[src/rtl/mtmr_pkg.sv]
package mtmr_pkg;
   typedef enum logic [1:0] {
      MD_TIMER = 2'd0,
      MD_EVENT = 2'd1,
      MD_MEAS  = 2'd2,
      MD_SPARE = 2'd3
   } mode_e;

   // control byte: src[7:5] fall[4] width[3] casc[2] mode[1:0]
   typedef struct packed {
      logic [2:0] src;
      logic       fall;
      logic       width;
      logic       casc;
      mode_e      mode;
   } ctrl_t;
endpackage

[src/rtl/mtmr_presc.sv]
module mtmr_presc #(
   parameter int DIV_A    = 8,
   parameter int DIV_B    = 32,
   parameter int DIV_C    = 64,
   parameter int SLOW_DIV = 32
) (
   input  logic       clk,
   input  logic       rst_n,
   input  logic       clr,
   input  logic       slow_tick,
   input  logic [2:0] sel,
   output logic       tick
);
   localparam int PW = $clog2(DIV_C);
   localparam int SW = $clog2(SLOW_DIV);
   localparam logic [PW-1:0] MA = PW'(DIV_A - 1);
   localparam logic [PW-1:0] MB = PW'(DIV_B - 1);
   localparam logic [PW-1:0] MC = PW'(DIV_C - 1);
   localparam logic [SW-1:0] MS = SW'(SLOW_DIV - 1);

   initial begin
      assert (DIV_A >= 2 && (DIV_A & (DIV_A - 1)) == 0) else $error("DIV_A must be a power of two");
      assert (DIV_B > DIV_A && (DIV_B & (DIV_B - 1)) == 0) else $error("DIV_B must be a larger power of two");
      assert (DIV_C > DIV_B && (DIV_C & (DIV_C - 1)) == 0) else $error("DIV_C must be a larger power of two");
      assert (SLOW_DIV >= 2 && (SLOW_DIV & (SLOW_DIV - 1)) == 0) else $error("SLOW_DIV must be a power of two");
   end

   logic [PW-1:0] pcnt;
   logic [SW-1:0] scnt;
   logic tick_a, tick_b, tick_c, tick_s;

   always_ff @(posedge clk or negedge rst_n) begin
      if (!rst_n)    pcnt <= '0;
      else if (clr)  pcnt <= '0;
      else           pcnt <= pcnt + 1'b1;
   end

   always_ff @(posedge clk or negedge rst_n) begin
      if (!rst_n)          scnt <= '0;
      else if (clr)        scnt <= '0;
      else if (slow_tick)  scnt <= scnt + 1'b1;
   end

   assign tick_a = (pcnt & MA) == MA;
   assign tick_b = (pcnt & MB) == MB;
   assign tick_c = pcnt == MC;
   assign tick_s = slow_tick && (scnt == MS);

   always_comb begin
      case (sel)
         3'd0:    tick = 1'b1;
         3'd1:    tick = tick_a;
         3'd2:    tick = tick_b;
         3'd3:    tick = tick_c;
         3'd4:    tick = tick_s;
         default: tick = 1'b0;
      endcase
   end

   // a restart leaves the dividers far from their next tick
   a_r4_clr_restart: assert property (@(posedge clk) disable iff (!rst_n)
      clr |=> !tick_a);
endmodule

[src/rtl/mtmr_sync.sv]
module mtmr_sync #(
   parameter int STAGES = 2
) (
   input  logic clk,
   input  logic rst_n,
   input  logic din,
   output logic rise,
   output logic fall
);
   initial begin
      assert (STAGES >= 2) else $error("at least two synchroniser stages are needed");
   end

   logic [STAGES:0] sh;

   for (genvar i = 0; i <= STAGES; i++) begin : g_stage
      if (i == 0) begin : g_first
         always_ff @(posedge clk or negedge rst_n) begin
            if (!rst_n) sh[0] <= 1'b0;
            else        sh[0] <= din;
         end
      end else begin : g_next
         always_ff @(posedge clk or negedge rst_n) begin
            if (!rst_n) sh[i] <= 1'b0;
            else        sh[i] <= sh[i-1];
         end
      end
   end

   assign rise = sh[STAGES-1] & ~sh[STAGES];
   assign fall = ~sh[STAGES-1] & sh[STAGES];

   // a rising event is followed by a high level one stage later
   a_r5_rise_level: assert property (@(posedge clk) disable iff (!rst_n)
      rise |=> sh[STAGES]);
endmodule

[src/rtl/mtmr_core.sv]
module mtmr_core
   import mtmr_pkg::*;
#(
   parameter int W = 16
) (
   input  logic         clk,
   input  logic         rst_n,
   input  logic         run,
   input  ctrl_t        ctrl,
   input  logic [W-1:0] reload,
   input  logic         tick_int,
   input  logic         e_rise,
   input  logic         e_fall,
   input  logic         casc_in,
   input  logic         ld_en,
   input  logic [W-1:0] ld_val,
   input  logic         ctrl_wr,
   output logic [W-1:0] cnt,
   output logic [W-1:0] cap,
   output logic         ovf,
   output logic         uf,
   output logic         irq
);
   localparam logic [W-1:0] CMAX = '1;

   initial begin
      assert (W >= 2) else $error("counter width too small");
   end

   logic act_edge, meas_evt, step;

   assign act_edge = ctrl.fall ? e_fall : e_rise;
   assign meas_evt = ctrl.width ? (e_rise | e_fall) : act_edge;
   assign step     = (ctrl.mode == MD_EVENT) ? (ctrl.casc ? casc_in : act_edge) : tick_int;

   always_ff @(posedge clk or negedge rst_n) begin
      if (!rst_n) begin
         cnt <= '0;
         cap <= '0;
         ovf <= 1'b0;
         uf  <= 1'b0;
         irq <= 1'b0;
      end else begin
         uf  <= 1'b0;
         irq <= 1'b0;
         if (ctrl_wr) ovf <= 1'b0;
         if (!run) begin
            if (ld_en) cnt <= ld_val;
         end else if (ctrl.mode == MD_MEAS) begin
            if (meas_evt) begin
               cap <= cnt;
               cnt <= {{(W-1){1'b0}}, tick_int};
               irq <= 1'b1;
            end else if (tick_int) begin
               if (cnt == CMAX) begin
                  cnt <= '0;
                  ovf <= 1'b1;
                  irq <= 1'b1;
               end else begin
                  cnt <= cnt + 1'b1;
               end
            end
         end else if (step) begin
            if (cnt == '0) begin
               cnt <= reload;
               uf  <= 1'b1;
               irq <= 1'b1;
            end else begin
               cnt <= cnt - 1'b1;
            end
         end
      end
   end

   // stopped counter keeps its value unless loaded
   a_r10_hold: assert property (@(posedge clk) disable iff (!rst_n)
      (!run && !ld_en) |=> $stable(cnt));
   // overflow flag is sticky until a control write
   a_r8_sticky: assert property (@(posedge clk) disable iff (!rst_n)
      (ovf && !ctrl_wr) |=> ovf);
   // a measurement interrupt leaves the count restarted
   a_r6_restart: assert property (@(posedge clk) disable iff (!rst_n)
      (irq && ctrl.mode == MD_MEAS && $past(ctrl.mode) == MD_MEAS) |-> (cnt <= 1));
   // every underflow also requests an interrupt
   a_r9_uf_irq: assert property (@(posedge clk) disable iff (!rst_n)
      uf |-> irq);
endmodule

[src/rtl/mtmr_top.sv]
module mtmr_top
   import mtmr_pkg::*;
#(
   parameter int W           = 16,
   parameter int DIV_A       = 8,
   parameter int DIV_B       = 32,
   parameter int DIV_C       = 64,
   parameter int SLOW_DIV    = 32,
   parameter int SYNC_STAGES = 2
) (
   input  logic         clk,
   input  logic         rst_n,
   input  logic         wr_en,
   input  logic         wr_sel,
   input  logic [W-1:0] wr_data,
   input  logic         start,
   input  logic         presc_clr,
   input  logic         slow_tick,
   input  logic         ext_in,
   input  logic         casc_in,
   output logic [W-1:0] rd_val,
   output logic         ovf_flag,
   output logic         uf_out,
   output logic         irq
);
   localparam int CW = $bits(ctrl_t);

   initial begin
      assert (W >= CW) else $error("write port narrower than control byte");
   end

   ctrl_t        ctrl_q;
   logic [W-1:0] reload_q;
   logic         ctrl_wr, rel_wr, ld_en;
   logic         tick_int, e_rise, e_fall;
   logic [W-1:0] cnt, cap;

   assign ctrl_wr = wr_en & wr_sel;
   assign rel_wr  = wr_en & ~wr_sel;
   assign ld_en   = rel_wr & ~start;

   always_ff @(posedge clk or negedge rst_n) begin
      if (!rst_n) begin
         ctrl_q   <= '0;
         reload_q <= '0;
      end else begin
         if (ctrl_wr) ctrl_q   <= ctrl_t'(wr_data[CW-1:0]);
         if (rel_wr)  reload_q <= wr_data;
      end
   end

   mtmr_presc #(.DIV_A(DIV_A), .DIV_B(DIV_B), .DIV_C(DIV_C), .SLOW_DIV(SLOW_DIV)) u_presc (
      .clk(clk), .rst_n(rst_n), .clr(presc_clr), .slow_tick(slow_tick),
      .sel(ctrl_q.src), .tick(tick_int)
   );

   mtmr_sync #(.STAGES(SYNC_STAGES)) u_sync (
      .clk(clk), .rst_n(rst_n), .din(ext_in), .rise(e_rise), .fall(e_fall)
   );

   mtmr_core #(.W(W)) u_core (
      .clk(clk), .rst_n(rst_n), .run(start), .ctrl(ctrl_q), .reload(reload_q),
      .tick_int(tick_int), .e_rise(e_rise), .e_fall(e_fall), .casc_in(casc_in),
      .ld_en(ld_en), .ld_val(wr_data), .ctrl_wr(ctrl_wr),
      .cnt(cnt), .cap(cap), .ovf(ovf_flag), .uf(uf_out), .irq(irq)
   );

   assign rd_val = (ctrl_q.mode == MD_MEAS) ? cap : cnt;

   // after reset nothing is pending
   a_r1_quiet: assert property (@(posedge clk) $rose(rst_n) |-> (!irq && !uf_out && !ovf_flag));
endmodule

[config.mk]
export PLATFORM = sky130hd
export DESIGN_NAME = mtmr_top
export DESIGN_NICKNAME = d
export VERILOG_FILES = /design/src/rtl/mtmr_pkg.sv /design/src/rtl/mtmr_presc.sv /design/src/rtl/mtmr_sync.sv /design/src/rtl/mtmr_core.sv /design/src/rtl/mtmr_top.sv
export SDC_FILE = /design/constraint.sdc
export NUM_CORES = 1
export LEC_CHECK = 0
export ABC_AREA = 1
export ABC_CLOCK_PERIOD_IN_PS = 3000
export BUFFER_PORTS_ARGS = -buffer_cell sky130_fd_sc_hd__buf_2
export CORE_ASPECT_RATIO = 1.25
export CORE_MARGIN = 2
export CORE_UTILIZATION = 57
export DETAILED_ROUTE_END_ITERATION = 6
export PLACE_DENSITY_LB_ADDON = 0.12
export SLEW_MARGIN = 20
export SYNTH_ARGS = -nofsm -noshare
export SYNTH_HDL_FRONTEND = slang
export SYNTH_SLANG_ARGS = --single-unit
[constraint.sdc]
create_clock -name clk -period 3 [get_ports clk]
set_input_delay 0.15 -clock clk [delete_from_list [all_inputs] [get_ports clk]]
set_output_delay 0.15 -clock clk [all_outputs]
set_load 0.01 [all_outputs]
==> results.md <==
* Outcome: finished clean
* Post-CTS Setup Bufs at 0
* Reg power frac at approximately two fifths
* CP startpoint: u_core.cnt[0]$_DFFE_PN0P_
* Layout cells sized above 1 at approximately 13%
* Crit path launch type: flip-flop
* Post-route ant nets at 0
* Fraction of the yosys area taken by sequential cells at between 30% and 40%
* Hold wc startpoint: wr_data[14]
* CTS HTree Levels at 3
* Distinct cells, synth at 35
* Post-Syn Instances at ~700
* Global-route wire length before repair at approximately 21 mm
* Initial DRC Count at approximately 340
* Sw Ratio at 44.3%
* F_max at ~0.45 GHz
* DRC Markers at 0
* Critical Path AT at approximately 2500 ps
* I/O pin total at 44
* Synth Warn # at 0
* Global placement routability congestion at between 0.9 and 1
* Reg clk slew, reported paths at roughly 80 ps
* Gate power share at about 37%
* Clock sink total at 73
* Mean Syn Cell Area at between 6 and 7 um^2
* Post-synthesis simple-gate area fraction at roughly 39%
* GRT Overall Usage at a little under 30%
* Pwr dens at slightly below 700 nW/um^2
* Setup TNS at 0 ps
* Hold slack at roughly 44 ps
* Post-Layout Cell Count at about 830
* Skew-Pair Late Insertion Delay at ~370 ps
* Mapped cell area at approximately 4800 um^2
* Diode count at 0
* DP HPWL at about 9.6 mm
* CTS tree: yes
* Final min period at roughly 2200 ps
* Hold Buf Count CTS at 2
* Peak fanout along the critical path at 11
* Hold Path Class: input pin to flip-flop
* Final WL at 12.8 mm
* Period utilisation layout at approximately three quarters
* XOR/XNOR share of the synthesized area at around 1.3%
* Die height at roughly 110 um
* Vias in the first global route at about 4,400
* Reg-to-Reg Start: u_core.cnt[0]$_DFFE_PN0P_
* Root buf cell: clkbuf_8
* DR vias/cell at around 5.5
* Initial core utilization at 58.4%
* Final Hold Viols at 0
* Register bit count reported by yosys at 73
* Max_cap viols at 0
* Setup-failing EPs final at 0
* Area of the multi-input gates at between 2000 and 2500 um^2
* Crit end category: flip-flop
* Post-Synth Adder-Cell Area at between 2 and 3%
* Mux contribution to synthesized area at less than 1%
* Mapped Nets at 736
* Via count at 4,547
* Max Transition Viols Final at 0
* Drt pass-1 iters at 5
* Area share of the largest cell type after synthesis at 38.4%
* Net Switching at between 0.0015 and 0.002 W
* Fillcell total at between 700 and 800
* Core Area at 8150 um^2
* Critical Path RT at about 3300 ps
* FF+latch area at roughly 1800 um^2
* Clock Path Buffers at 2
* Num rows at 37
* Largest family of logic cells by synthesized area: simple AND/OR/NAND/NOR gates
* Dpl cells at 816
* GR Overflow Total at 0
* CP Class: flip-flop to flip-flop
* Worst slew margin at a little under two fifths
* Die area at slightly above 9000 um^2
* Largest net degree at the start of global routing at 74
* Layout Utilization at about 63%
* Slew at the pin with the worst max-slew slack at 935 ps
* Clock network power share at a little over a fifth
* Layout area overhead at 8.32%
* Nets at ~770
* RSZ-0062 raised after global routing: no
* Initial antenna violation count at 0
* Largest cells by area after synthesis: dfrtp_1 38%, nand2_1 19%, nand3_1 7.3%
* Pleak at approximately 2.7 nW
* Internal at 0.00196 W
* Chip width at about 86 um
* Port bufs at between 40 and 50
* Wire per inst at between 15 and 20 um
* Skew final at approximately 12 ps
* Synth Area in Compound Gates at 8.45%
* Total CTS buffers at 9
* Max VDD drop at a little over 0.4 mV
* CTS resizes at 0
* Yosys top cell by area: dfrtp_1
## cells in the mapped netlist (all sizes together)
| cell | instances |
|---|---|
| a211oi | 1 |
| a21oi | 7 |
| a31oi | 1 |
| and3 | 1 |
| buf | 14 |
| clkbuf | 13 |
| dfrtp | 73 |
| ha | 10 |
| inv | 89 |
| mux2 | 1 |
| nand2 | 247 |
| nand3 | 73 |
| nand3b | 2 |
| nand4 | 13 |
| nor2 | 69 |
| nor3 | 11 |
| nor4 | 1 |
| o211ai | 1 |
| o21ai | 66 |
| or2 | 1 |
| xor2 | 7 |
## per-stage QoR
stage,power [W],setup WS [ps],instance area (um^2)
floorplan,0.00240,1150,4750
global placement,0.00275,939,4950
detailed placement,0.00278,805,4950
CTS,0.00352,795,5150
global route,0.00377,615,5150
finish,0.00352,768,5150
## layer usage
layer | share of wire [%] | GRT usage, % | vias to the layer above
li1 | - | - | 2273
met1 | 42 | 35.9 | 2078
met2 | 48 | 50.4 | 156
met3 | 5.1 | 4.50 | 40
met4 | 4.5 | 16.1 | 0
met5 | 0 | 0 | -
## power groups by stage
stage / sequential, W / clock, W / combinational (W)
final: 0.00148 / 0.000734 / 0.00131
after global routing: 0.00151 / 0.000775 / 0.00149
after CTS: 0.00147 / 0.000750 / 0.00130
after detailed placement: 0.00149 / 0 / 0.00129
after global placement: 0.00148 / 0 / 0.00127
after floorplan: 0.00133 / 0 / 0.00107
## worst paths after layout
| check | end | slack [ps] | cells past startpoint |
|---|---|---|---|
| max in group asynchronous | u_core.cnt[15]$_DFFE_PN0P_ | 1920 | 2 |
| setup reg to reg | u_core.cnt[12]$_DFFE_PN0P_ | 770 | 10 |
| hold / removal | reload_q[14]$_DFFE_PN0P_ | 40 | 3 |
| hold reg to reg | u_sync.sh[1]$_DFF_PN0_ | 370 | 0 |
| min in group asynchronous | u_core.cap[2]$_DFFE_PN0P_ | 460 | 2 |
| setup / recovery | u_core.cnt[12]$_DFFE_PN0P_ | 770 | 10 |
## sequential cells by signal, summed over array words and instances, names as in the netlist
signal / cells
u_core.cap: 16
u_core.cnt: 16
u_sync.sh: 3
reload_q: 16
u_core.uf: 1
ctrl_q: 8
u_core.ovf: 1
u_core.irq: 1
u_presc.scnt: 5
u_presc.pcnt: 6
## worst max-delay path: stages, from the launching register on
cell	delay, ps
dfrtp_1	440
inv_1	230
ha_1	250
nand2_1	140
nor3_4	310
nand2_2	240
or2_0	250
nand3_1	80
nand2_1	50
nand2_1	60
o21ai_1	60
## layout make-up
cell class              count  area share (%)
inverters                  89            6.54
clock buffers              11            2.75
clock inverters             5           0.777
flip-flops and latches     73            35.5
well taps                  97            2.36
repair buffers             47            4.91
multi-input cells         512            47.2
## layout by cell type (no fill, tap or decap)
cell / synthesis / routed
a21oi_4: 1 / 1
clkbuf_8: 0 / 10
and3_1: 1 / 1
dfrtp_1: 73 / 73
buf_2: 5 / 42
o211ai_1: 1 / 1
ha_1: 10 / 10
nand2_1: 240 / 240
nor3_1: 10 / 10
or2_0: 1 / 1
nor2_4: 4 / 4
inv_6: 0 / 1
a31oi_1: 1 / 1
mux2_2: 1 / 1
clkinvlp_4: 0 / 3
o21ai_1: 2 / 2
inv_4: 1 / 1
inv_2: 5 / 5
a211oi_1: 1 / 1
inv_1: 83 / 83
nor2_2: 8 / 8
nor3_4: 1 / 1
a21oi_2: 1 / 1
clkbuf_1: 13 / 1
nor4_1: 1 / 1
a21oi_1: 5 / 5
nand3b_1: 2 / 2
dlygate4sd3_1: 0 / 2
o21ai_0: 64 / 64
nor2_1: 57 / 57
buf_4: 4 / 3
clkinv_4: 0 / 1
nand2_4: 1 / 1
nand3_1: 69 / 69
nand4_1: 12 / 12
nand4_2: 1 / 1
nand3_2: 4 / 4
xor2_1: 7 / 7
nand2_2: 6 / 6
## cells by family (layout without fill, tap and decap cells)
| family | after synthesis | in the layout |
|---|---|---|
| compound gates | 76 | 76 |
| xor+xnor | 7 | 7 |
| fa+ha+maj | 10 | 10 |
| buf+inv | 116 | 152 |
| flops | 73 | 73 |
| mux | 1 | 1 |
| simple gates | 418 | 418 |
(Power assumes the default switching activity.)
